`config.mk`:
```
export PLATFORM = sky130hd
export DESIGN_NAME = vid_sof_monitor
export DESIGN_NICKNAME = d
export VERILOG_FILES = /design/src/rtl/vsm_pkg.sv /design/src/rtl/vsm_beat_qual.sv /design/src/rtl/vsm_frame_trk.sv /design/src/rtl/vsm_err_flags.sv /design/src/rtl/vid_sof_monitor.sv
export SDC_FILE = /design/constraint.sdc
export NUM_CORES = 1
export LEC_CHECK = 0
export ABC_AREA = 1
export CORE_UTILIZATION = 35
export CTS_BUF_LIST = sky130_fd_sc_hd__clkbuf_8
export CTS_CLUSTER_DIAMETER = 50
export DETAILED_ROUTE_END_ITERATION = 6
export GPL_TIMING_DRIVEN = 0
export PLACE_DENSITY = 0.64
export SYNTH_ARGS = -nofsm -noshare
export SYNTH_HDL_FRONTEND = slang
export SYNTH_HIERARCHICAL = 1
export SYNTH_SLANG_ARGS = --single-unit
```
`constraint.sdc`:
```
create_clock -name clk -period 6.3 [get_ports clk]
set_input_delay 1.26 -clock clk [delete_from_list [all_inputs] [get_ports clk]]
set_output_delay 1.26 -clock clk [all_outputs]
set_load 0.03 [all_outputs]
```
`src/rtl/vsm_pkg.sv`:
```
// Shared types for the start-of-frame checker.
// Assumes: error flag bit positions are fixed and visible at the top ports.
package vsm_pkg;
    typedef enum logic [1:0] {
        ST_WAIT = 2'd0,   // waiting for a marker beat
        ST_RUN  = 2'd1,   // counting a frame
        ST_DONE = 2'd2    // frame complete, next beat must carry a marker
    } vsm_state_t;

    localparam int ERR_W       = 4;
    localparam int ERR_LINE    = 0;
    localparam int ERR_EARLY   = 1;
    localparam int ERR_MISSING = 2;
    localparam int ERR_DROPPED = 3;
endpackage

```
`src/rtl/vsm_beat_qual.sv`:
```
// Qualifies the handshake and the frame marker.
// Produces an accepted-beat signal and a marker-beat signal. Also detects a
// marker that was raised while valid was low and then dropped before any valid beat.
// Assumes: the marker is bit 0 of the user sideband.
module vsm_beat_qual (
    input  logic clk,
    input  logic rst_n,
    input  logic tvalid,
    input  logic tready,
    input  logic marker,
    output logic beat,
    output logic mark_beat,
    output logic dropped_ev
);
    logic early_pend;

    assign beat       = tvalid && tready;
    assign mark_beat  = beat && marker;
    assign dropped_ev = early_pend && !marker;

    // Remember that the marker was high in a cycle with valid low.
    always_ff @(posedge clk) begin
        if (!rst_n) early_pend <= 1'b0;
        else        early_pend <= marker && !tvalid;
    end
endmodule

```
`src/rtl/vsm_frame_trk.sv`:
```
// Tracks frame position: pixel count within a line, completed lines, and the
// frame state. Raises line-length, early-frame and missing-marker events, and
// produces a registered good-frame pulse.
// Assumes: cfg_frame_ln >= 1 and cfg_line_px >= 1, both stable while a frame runs.
module vsm_frame_trk
    import vsm_pkg::*;
#(
    parameter int PXW = 12,
    parameter int LNW = 12
) (
    input  logic           clk,
    input  logic           rst_n,
    input  logic           beat,
    input  logic           mark_beat,
    input  logic           last,
    input  logic [PXW-1:0] cfg_px,
    input  logic [LNW-1:0] cfg_ln,
    output logic           ev_line,
    output logic           ev_early,
    output logic           ev_missing,
    output logic           good_pulse
);
    vsm_state_t     st_q, st_d;
    logic [PXW-1:0] px_q, px_d, px_base, px_inc;
    logic [LNW-1:0] ln_q, ln_d, ln_base, ln_inc;
    logic           bad_q, bad_d, bad_base;
    logic           count, good_d;

    // Next-state and event decode for one accepted beat.
    always_comb begin
        st_d = st_q; px_d = px_q; ln_d = ln_q; bad_d = bad_q;
        px_base = '0; ln_base = '0; bad_base = 1'b0;
        px_inc = '0; ln_inc = '0;
        count = 1'b0; good_d = 1'b0;
        ev_line = 1'b0; ev_early = 1'b0; ev_missing = 1'b0;
        if (beat) begin
            if (mark_beat) begin
                ev_early = (st_q == ST_RUN);
                st_d     = ST_RUN;
                count    = 1'b1;
            end else if (st_q == ST_RUN) begin
                px_base  = px_q;
                ln_base  = ln_q;
                bad_base = bad_q;
                count    = 1'b1;
            end else if (st_q == ST_DONE) begin
                ev_missing = 1'b1;
                st_d       = ST_WAIT;
            end
            if (count) begin
                px_inc = px_base + 1'b1;
                if (last) begin
                    ev_line = (px_inc != cfg_px);
                    bad_d   = bad_base || ev_line;
                    px_d    = '0;
                    ln_inc  = ln_base + 1'b1;
                    ln_d    = ln_inc;
                    if (ln_inc == cfg_ln) begin
                        st_d   = ST_DONE;
                        good_d = !(bad_base || ev_line);
                    end
                end else begin
                    px_d  = px_inc;
                    ln_d  = ln_base;
                    bad_d = bad_base;
                end
            end
        end
    end

    // Frame position registers and the good-frame pulse.
    always_ff @(posedge clk) begin
        if (!rst_n) begin
            st_q       <= ST_WAIT;
            px_q       <= '0;
            ln_q       <= '0;
            bad_q      <= 1'b0;
            good_pulse <= 1'b0;
        end else begin
            st_q       <= st_d;
            px_q       <= px_d;
            ln_q       <= ln_d;
            bad_q      <= bad_d;
            good_pulse <= good_d;
        end
    end
endmodule

```
`src/rtl/vsm_err_flags.sv`:
```
// Bank of sticky error flags.
// Each flag is set by its event and cleared by a clear pulse. An event in the
// same cycle as the clear wins.
// Assumes: events are single-cycle qualified pulses.
module vsm_err_flags #(
    parameter int N = 4
) (
    input  logic         clk,
    input  logic         rst_n,
    input  logic         clr,
    input  logic [N-1:0] ev,
    output logic [N-1:0] flags
);
    for (genvar i = 0; i < N; i++) begin : g_flag
        // One sticky bit: set on its event, drop on clear.
        always_ff @(posedge clk) begin
            if (!rst_n)     flags[i] <= 1'b0;
            else if (ev[i]) flags[i] <= 1'b1;
            else if (clr)   flags[i] <= 1'b0;
        end
    end
endmodule

```
`src/rtl/vid_sof_monitor.sv`:
```
// Passive start-of-frame and frame-size checker for a streaming video link.
// Passes the stream through unchanged and never applies backpressure.
// Checks each frame's geometry from its marker beat.
// Assumes: the marker is s_tuser[0], and s_tlast ends each line.
module vid_sof_monitor
    import vsm_pkg::*;
#(
    parameter int DW  = 24,
    parameter int UW  = 1,
    parameter int PXW = 12,
    parameter int LNW = 12
) (
    input  logic             clk,
    input  logic             rst_n,
    input  logic             err_clr,
    input  logic [PXW-1:0]   cfg_line_px,
    input  logic [LNW-1:0]   cfg_frame_ln,
    input  logic [DW-1:0]    s_tdata,
    input  logic [UW-1:0]    s_tuser,
    input  logic             s_tlast,
    input  logic             s_tvalid,
    output logic             s_tready,
    output logic [DW-1:0]    m_tdata,
    output logic [UW-1:0]    m_tuser,
    output logic             m_tlast,
    output logic             m_tvalid,
    input  logic             m_tready,
    output logic             sof_strobe,
    output logic             frame_good,
    output logic [ERR_W-1:0] err_flags
);
    logic             beat, mark_beat, dropped_ev;
    logic             ev_line, ev_early, ev_missing;
    logic [ERR_W-1:0] ev_vec;

    // Straight pass-through of the link.
    assign m_tdata  = s_tdata;
    assign m_tuser  = s_tuser;
    assign m_tlast  = s_tlast;
    assign m_tvalid = s_tvalid;
    assign s_tready = m_tready;

    vsm_beat_qual u_qual (
        .clk       (clk),
        .rst_n     (rst_n),
        .tvalid    (s_tvalid),
        .tready    (m_tready),
        .marker    (s_tuser[0]),
        .beat      (beat),
        .mark_beat (mark_beat),
        .dropped_ev(dropped_ev)
    );

    vsm_frame_trk #(.PXW(PXW), .LNW(LNW)) u_trk (
        .clk       (clk),
        .rst_n     (rst_n),
        .beat      (beat),
        .mark_beat (mark_beat),
        .last      (s_tlast),
        .cfg_px    (cfg_line_px),
        .cfg_ln    (cfg_frame_ln),
        .ev_line   (ev_line),
        .ev_early  (ev_early),
        .ev_missing(ev_missing),
        .good_pulse(frame_good)
    );

    // Gather events into flag positions.
    always_comb begin
        ev_vec              = '0;
        ev_vec[ERR_LINE]    = ev_line;
        ev_vec[ERR_EARLY]   = ev_early;
        ev_vec[ERR_MISSING] = ev_missing;
        ev_vec[ERR_DROPPED] = dropped_ev;
    end

    vsm_err_flags #(.N(ERR_W)) u_flags (
        .clk  (clk),
        .rst_n(rst_n),
        .clr  (err_clr),
        .ev   (ev_vec),
        .flags(err_flags)
    );

    assign sof_strobe = mark_beat;
endmodule

```
==> flow_summary.yaml, run 1 <==
worst_setup_path:
  setup.worst_path.start_class: "input port"
  crit_family: "buffers and inverters"
  critPathCaptureType: "output port"
  critPathKind: "input port to output port"
  crit_fanout: 4
  cp_slowest_cell: "clkdlybuf4s50_1"
  cpMostUsedCell: "clkdlybuf4s50_1"
  path_cells: "clkdlybuf4s50_1 > nand2_1 > nor2_1 > clkdlybuf4s50_1"
  cp_data_required_time_ps: 5040
  arrival_ps: 2890
  critPathBufInv: 2
  cpPeakStageDelay_ps: 750
floorplan:
  start_util: 0.366
  die_h_um: 92.4
  placementRows: 32
  pin_count: 89
  dieArea_um2: 8530
  core_area_um2: 7810
  die_w_um: 92.4
timing:
  hold_ws_ps: 466
  rsz0062_at_grt: "no"
  tns_ps: 0
  min_period_ps: 4150
  max-slew-margin-rel: 0.603
  drv_slew: 0
  worst_slew_pin_slew_ps: 596
  fin_skew_ps: 4.99
  max_freq_mhz: 241
  finalCritPeriodShare: 0.659
  finalHoldViolCount: 0
  setup_violations: 0
finish:
  final_cells: 645
  area_delta_synth_final_pct: 29.9
  fill_cells: 826
  fin_area_um2: 3710
  antennaDiodeCount: 0
  regArea_um2: 661
  drive_gt1_frac: 0.129
  multi_input_area_um2: 1700
  layout.nets: 599
synth:
  synth.most_common_cell: "nand2_1"
  synth-edff-count: 0
  synthTopCellsByArea: "dfxtp_1, nand2_1, nand3_1"
  syn_nets: 528
  synth.distinct_cells: 33
  synth_top_area_share: 0.231
  syn_area_um2: 2860
  ys.warnings.count: 6
  synth_seq_cells: 33
  syn_area_per_cell_um2: 6.07
  synthCells: 471
  yosys.area.top_type: "dfxtp_1"
  synth_common_cells: "nand2_1, inv_1, nand3_1"
  yosysSeqAreaShare: 0.231
  ys.flop_type: "dfxtp_1"
  async_flop_share: 0
power:
  seq_power_share: 0.437
  irDropWorstVdd_v: 0.0000594
  clkPwrFrac: 0.341
  p_leak_uw: 0.00152
  p_sw_uw: 143
  internal_power_uw: 340
  p_per_area_nw_per_um2: 130
  p_sw_frac: 0.296
  pwr-share-comb: 0.222
grt:
  grt_pass1_vias: 2922
  grt_pass1_wl_mm: 13.2
  gr-total-overflow: 0
  grt_max_degree: 12
  antenna_found_initial: 0
  grt.total_usage: 0.195
clocking:
  cts_buffers: 5
  path_clk_slew_ps: 80
  cts_num_sinks: 33
  postCtsSetupBuffers: 0
  insertion_delay_ps: 290
  cts_resized: 0
  holdBufCountCts: 0
  cts_tree: "done"
  cts_root_buf: "clkbuf_8"
  clock_path_buffers: 2
  htree_levels: 2
route:
  drt_pre_antenna_iters: 4
  via_per_inst: 4.94
  finalWirelength_mm: 8.11
  drt-wirelength-per-cell_um: 12.6
  ant_nets: 0
  initialDrtViolationCount: 141
  vias: 3185
  drc: 0
placed_design:
  gp_congestion: 0.860
  numPlacedInstances: 637
  placed_area_um2: 3630
  dp_hpwl_mm: 6.28
  portBuffers: 64
status:
  status: "finished clean"
hold_path:
  hold_class: "flip-flop to flip-flop"
flow_run:
  max-cap-violations: 0
-- power groups by stage --
stage / sequential, uW / clock [uW] / combinational, uW
final: 211 / 165 / 107
after global routing: 211 / 177 / 115
after CTS: 211 / 167 / 108
after detailed placement: 216 / 0 / 107
after global placement: 216 / 0 / 107
after floorplan: 217 / 0 / 59.2
-- worst reg2reg max path: stages, from the launching register on --
cell and delay, ps:
dfxtp_1 460, inv_2 100, nor2_8 180, buf_4 230, nand2_1 110, inv_1 130
ha_1 330, nand3_1 170, nor2_1 200, nand3_1 100, o21ai_0 110, a21oi_1 110
nor2_2 110, nand3_2 100, o21bai_2 170, inv_1 50, inv_1 50, a21oi_1 50
-- per-layer routing --
metal  wire length [um]  track usage  vias up  share of wire
li1                   -            -     1635              -
met1               3670        0.242     1446           0.45
met2               3910        0.343       95           0.48
met3                426       0.0312        9          0.053
met4                101       0.0599        0          0.012
met5                  0            0        -              0
-- through the flow --
step	utilization	total power (uW)	setup WS [ps]
2_1_floorplan	-	276	2640
3_3_place_gp	0.465	323	1800
3_5_place_dp	0.465	324	1820
4_1_cts	0.476	486	2130
5_1_grt	0.476	503	1890
6_report	0.476	484	2150
-- cell usage in the layout, fill, tap and decap left out, drive strengths merged --
cell type,netlist,final
clkdlybuf4s50,0,64
nand3,53,53
ha,2,2
xnor3,2,2
a31oi,2,2
a221oi,1,1
clkbuf,5,10
clkinv,2,4
a22oi,9,9
nor3,4,4
nor2,59,59
xnor2,2,2
o21bai,2,2
dfxtp,33,33
a21oi,29,29
nand4,13,13
o21ai,7,7
nand3b,10,10
nand2,138,138
inv,56,56
buf,36,36
clkinvlp,0,1
xor2,5,5
a211oi,1,1
-- kinds of logic after synthesis --
| family | after synthesis | synth area share |
|---|---|---|
| adder cells (fa/ha/maj) | 2 | 0.00875 |
| AND/OR/NAND/NOR | 277 | 0.444 |
| XOR/XNOR | 9 | 0.0372 |
| flip-flops | 33 | 0.231 |
| buffers and inverters | 99 | 0.175 |
| AO/OA/AOI/OAI | 51 | 0.103 |
-- area by class of cell --
cell class | count | area share
repair buffers | 64 | 0.173
well taps | 102 | 0.0344
multi-input cells | 339 | 0.457
clock inverters | 3 | 0.00472
clock buffers | 5 | 0.0185
plain buffers | 41 | 0.0765
inverters | 58 | 0.0586
flip-flops and latches | 33 | 0.178
-- worst paths after layout --
check | slack (ps) | depth (start not counted) | end | from
min | 470 | 2 | u_flags/flags[3] | u_flags/flags[3]
max reg2reg | 3430 | 17 | u_flags/flags[0] | u_trk/st_q[0]
max | 2150 | 4 | sof_strobe | s_tvalid
min reg2reg | 470 | 2 | u_flags/flags[3] | u_flags/flags[3]
-- flip-flops by register name, summed over array words and instances, names as in the netlist --
signal and cells:
u_trk/bad_q 1, u_trk/st_q 2, u_trk/px_q 12, u_qual/early_pend 1, u_trk/good_pulse 1, u_flags/flags 4
u_trk/ln_q 12
Power figures use the tool's default switching activity.
==> run 2, diff against run 1 <==
Settings changed: PLACE_DENSITY 0.64 to 0.66.
Clock period 6.3 ns to 3.8 ns, I/O delays scaled along.
==> run 2 against run 1 <==
First-iteration DRC count grew 18%. Clock skew is 3.7 ps higher. Count of clock-buffer cells in the layout grew 2. Final cell count is the same. Wire length is 2.3% higher. Sequential power grew 66%. Critical path depth increased by 12. Die area did not move. Power is 72% higher. Register-to-register slack worse by 2500 ps. Largest cell class unchanged. Largest power group unchanged.
==> flow_summary.yaml, run 2 (synthesized netlist as in run 1, its figures left out) <==
clocking:
  cts_root_buf: "clkbuf_8"
  clock_path_buffers: 2
  path_clk_slew_ps: 70
  cts_buffers: 5
  cts_num_sinks: 33
  htree_levels: 2
  cts_tree: "done"
  insertion_delay_ps: 290
floorplan:
  die_h_um: 92.4
  pin_count: 89
  placementRows: 32
  dieArea_um2: 8530
  die_w_um: 92.4
  core_area_um2: 7810
  start_util: 0.366
timing:
  max_freq_mhz: 285
  fin_skew_ps: 8.69
  finalCritPeriodShare: 0.924
  max-slew-margin-rel: 0.598
  finalHoldViolCount: 0
  setup_violations: 0
  rsz0062_at_grt: "no"
  tns_ps: 0
  worst_slew_pin_slew_ps: 603
  drv_slew: 0
  min_period_ps: 3510
grt:
  antenna_found_initial: 0
  grt_pass1_wl_mm: 13.5
  grt_max_degree: 11
  gr-total-overflow: 0
  grt_pass1_vias: 2918
  grt.total_usage: 0.196
route:
  drt-wirelength-per-cell_um: 12.9
  drc: 0
  vias: 3239
  via_per_inst: 5.02
  drt_pre_antenna_iters: 5
  initialDrtViolationCount: 166
  finalWirelength_mm: 8.30
  ant_nets: 0
worst_setup_path:
  arrival_ps: 3730
  reg2reg_depth: 19
  critPathKind: "input port to flip-flop"
  setup.worst_path.start_class: "input port"
  crit_fanout: 9
  critPathBufInv: 2
  r2r_start: "u_trk/st_q[0]"
  cp_slowest_cell: "clkdlybuf4s50_1"
  cpPeakStageDelay_ps: 510
  crit_cells: 16
  crit_start: "s_tvalid"
  cpMostUsedCell: "nand2_1"
  cp_data_required_time_ps: 4010
  crit_family: "simple AND/OR/NAND/NOR gates"
  path_cells: "clkdlybuf4s50_1 > nand2_1 > nor2_2 > clkinv_1 > nand2_1 > nor2_4 > ha_1 > o21bai_1 > nand2_1 > xor2_1 > nand2_1 > nor2_1 > nand3_1 > nor2_1 > nand4_1 > nor3_2"
  critPathCaptureType: "flip-flop"
power:
  p_per_area_nw_per_um2: 222
  irDropWorstVdd_v: 0.000137
  p_leak_uw: 0.00153
finish:
  drive_gt1_frac: 0.131
  area_delta_synth_final_pct: 30.6
  fin_util: 0.478
  fill_cells: 819
  antennaDiodeCount: 0
  layout.nets: 599
  largestRegisters: "u_trk/ln_q x12, u_trk/px_q x12, u_flags/flags x4"
  final_cell_mix: "nand2_1, clkdlybuf4s50_1, inv_1, nand3_1, nor2_1"
  layout_commonest_cell: "nand2_1"
status:
  status: "finished clean"
hold_path:
  min_from: "u_flags/flags[3]"
  whs_path_depth: 2
  hold_class: "flip-flop to flip-flop"
flow_run:
  max-cap-violations: 0
placed_design:
  gp_congestion: 0.897
  dp_hpwl_mm: 6.29
  portBuffers: 64
-- run 2: worst min-delay path: cells and delay by family, from the launching register on --
| kind | cells | cell delay, ps |
|---|---|---|
| AOI/OAI and AO/OA | 1 | 50 |
| DFF | 1 | 310 |
| and+or+nand+nor | 1 | 60 |
-- run 2: report_power, final --
part	internal, uW	switching, uW	leakage (uW)
registers	348	2.55	0.000266
logic	90.2	88.9	0.00121
clock network	164	137	0.0000542
-- run 2: routing by layer --
layer | wire length [um] | part of all wire | vias to the layer above | track usage
li1 | - | - | 1639 | -
met1 | 3490 | 0.42 | 1453 | 0.242
met2 | 4010 | 0.48 | 131 | 0.342
met3 | 650 | 0.078 | 16 | 0.0320
met4 | 146 | 0.018 | 0 | 0.0677
met5 | 0 | 0 | - | 0
-- run 2: stage by stage --
stage	power (uW)	worst slack, ps	hold WS (ps)	cells	instance area [um2]
finish	830	287	461	645	3730
global route	870	14.8	491	645	3730
global placement	536	-112	453	637	3630
CTS	840	129	466	645	3730
floorplan	457	635	445	471	2860
detailed placement	537	-165	457	637	3630
-- run 2: final cells by class --
| class | count | area [um2] | area share |
|---|---|---|---|
| multi-input combinational | 339 | 1700 | 0.455 |
| buffer | 41 | 287 | 0.0767 |
| clock buffer | 7 | 96.3 | 0.0258 |
| clock inverter | 1 | 5.00 | 0.00134 |
| timing repair buffer | 64 | 641 | 0.172 |
| tap | 102 | 128 | 0.0342 |
| sequential | 33 | 661 | 0.177 |
| inverter | 58 | 218 | 0.0583 |
-- run 2: repair_timing --
item                                    CTS  global route
gates resized for setup                   0             3
setup buffers                             0             0
hold buffers                              0             0
endpoints found under the setup margin    0             4
-- run 2: path summary, 6_finish.rpt --
| kind | endpoint | slack (ps) |
|---|---|---|
| worst max-delay path | u_trk/good_pulse | 290 |
| worst min register to register | u_flags/flags[3] | 460 |
| worst max register to register | u_flags/flags[0] | 920 |
| worst min-delay path | u_flags/flags[3] | 460 |
==> run 3, diff against run 2 <==
Settings changed: CORE_UTILIZATION 35 to 44, PLACE_DENSITY 0.66 to 0.8.
==> run 3 against run 2 <==
Non-clock buffer count unchanged. Power fell by 5.2%. Final cell count down 3.9%. Critical endpoint is now u_flags/flags[0].
==> flow_summary.yaml, run 3 (synthesized netlist as in run 1, its figures left out) <==
power:
  irDropWorstVdd_v: 0.000156
  p_leak_uw: 0.00152
  p_per_area_nw_per_um2: 214
worst_setup_path:
  path_cells: "clkdlybuf4s50_1 > inv_1 > nor2_1 > clkbuf_4 > nor2_1 > nand2_1 > inv_1 > ha_1 > xor2_1 > nor2_1 > nand3_1 > nor2_1 > nand3_1 > nor2_1 > nand3_1 > o21bai_2 > inv_1 > inv_1 > a21oi_1"
  crit_fanout: 10
  r2r_start: "u_trk/st_q[0]"
  reg2reg_depth: 17
  cpMostUsedCell: "nor2_1"
  critPathCaptureType: "flip-flop"
  setup.worst_path.start_class: "input port"
  critPathKind: "input port to flip-flop"
  crit_start: "s_tuser"
  cpPeakStageDelay_ps: 520
  cp_data_required_time_ps: 3980
  arrival_ps: 3700
  cp_slowest_cell: "clkdlybuf4s50_1"
finish:
  area_delta_synth_final_pct: 28.8
  drive_gt1_frac: 0.127
  largestRegisters: "u_trk/ln_q x12, u_trk/px_q x12, u_flags/flags x4"
  layout.nets: 599
  antennaDiodeCount: 0
  final_cells: 620
  final_cell_mix: "nand2_1, clkdlybuf4s50_1, inv_1, nand3_1, nor2_1"
  layout_commonest_cell: "nand2_1"
route:
  initialDrtViolationCount: 209
  ant_nets: 0
  finalWirelength_mm: 7.94
  via_per_inst: 5.35
  vias: 3320
  drt-wirelength-per-cell_um: 12.8
  drt_pre_antenna_iters: 6
  drc: 0
floorplan:
  die_h_um: 82.6
  pin_count: 89
  placementRows: 29
  start_util: 0.453
  die_w_um: 82.6
  dieArea_um2: 6820
  core_area_um2: 6310
placed_design:
  portBuffers: 64
  gp_congestion: 0.880
  dp_hpwl_mm: 6.12
  numPlacedInstances: 612
  post-place-ws_ps: -81.3
clocking:
  cts_buffers: 5
  htree_levels: 2
  cts_num_sinks: 33
  cts_tree: "done"
  path_clk_slew_ps: 70
  insertion_delay_ps: 290
  clock_path_buffers: 2
  holdBufCountCts: 0
  cts_root_buf: "clkbuf_8"
grt:
  grt.total_usage: 0.240
  grt_pass1_vias: 2922
  antenna_found_initial: 0
  grt_max_degree: 11
  grt_pass1_wl_mm: 12.5
  gr-total-overflow: 0
timing:
  drv_slew: 0
  max_freq_mhz: 284
  layout_setup_ws_ps: 277
  finalCritPeriodShare: 0.927
  min_period_ps: 3520
  hold_ws_ps: 464
  setup_violations: 0
  fin_skew_ps: 8.74
  finalHoldViolCount: 0
  worst_slew_pin_slew_ps: 571
  rsz0062_at_grt: "no"
  max-slew-margin-rel: 0.619
hold_path:
  min_from: "u_trk/px_q[10]"
  hold_class: "flip-flop to flip-flop"
  whs_path_depth: 2
status:
  status: "finished clean"
flow_run:
  max-cap-violations: 0
[run 3: power breakdown]
part	switching [uW]	total, uW	internal (uW)
sequential	2.42	350	348
combinational	88.0	178	90.1
clock	134	259	124
total	225	787	562
[run 3: through the flow]
stage | utilization | setup TNS, ps | cell area (um2) | power, uW
2_1_floorplan | - | 0 | 2860 | 457
3_3_place_gp | 0.570 | -56.4 | 3600 | 533
3_5_place_dp | 0.570 | -114 | 3600 | 536
4_1_cts | 0.583 | 0 | 3680 | 791
5_1_grt | 0.583 | 0 | 3680 | 823
6_report | 0.583 | 0 | 3680 | 787
[run 3: worst paths after layout]
| check | to | slack [ps] |
|---|---|---|
| setup / recovery | u_flags/flags[0] | 280 |
| hold / removal | u_trk/px_q[10] | 460 |
| setup reg to reg | u_flags/flags[0] | 930 |
| hold reg to reg | u_trk/px_q[10] | 460 |
[run 3: worst max-delay path: cells and delay by family]
kind | cells | cell delay (ps)
AND/OR/NAND/NOR | 9 | 1140
XOR/XNOR | 1 | 170
AO/OA/AOI/OAI | 2 | 230
buffers and inverters | 6 | 1060
adder cells (fa/ha/maj) | 1 | 330
[run 3: repair_timing]
| item | in CTS | in global routing |
|---|---|---|
| buffers inserted | 0 | 0 |
| setup endpoints to repair | 0 | 1 |
| gates resized for setup | 0 | 1 |
| hold endpoints to repair | 0 | 0 |
[run 3: per-layer routing]
layer / wire length, um / share of wire / track usage
met5: 0 / 0 / 0
met3: 692 / 0.087 / 0.0473
met4: 157 / 0.020 / 0.100
met2: 3900 / 0.49 / 0.426
met1: 3190 / 0.40 / 0.280
[run 3: final cells by class]
class | instances | area [um2]
multi-input combinational | 339 | 1700
tap | 77 | 96.3
buffer | 41 | 287
sequential | 33 | 661
clock inverter | 3 | 13.8
fill | 623 | 2630
clock buffer | 5 | 68.8
inverter | 58 | 218
timing repair buffer | 64 | 641
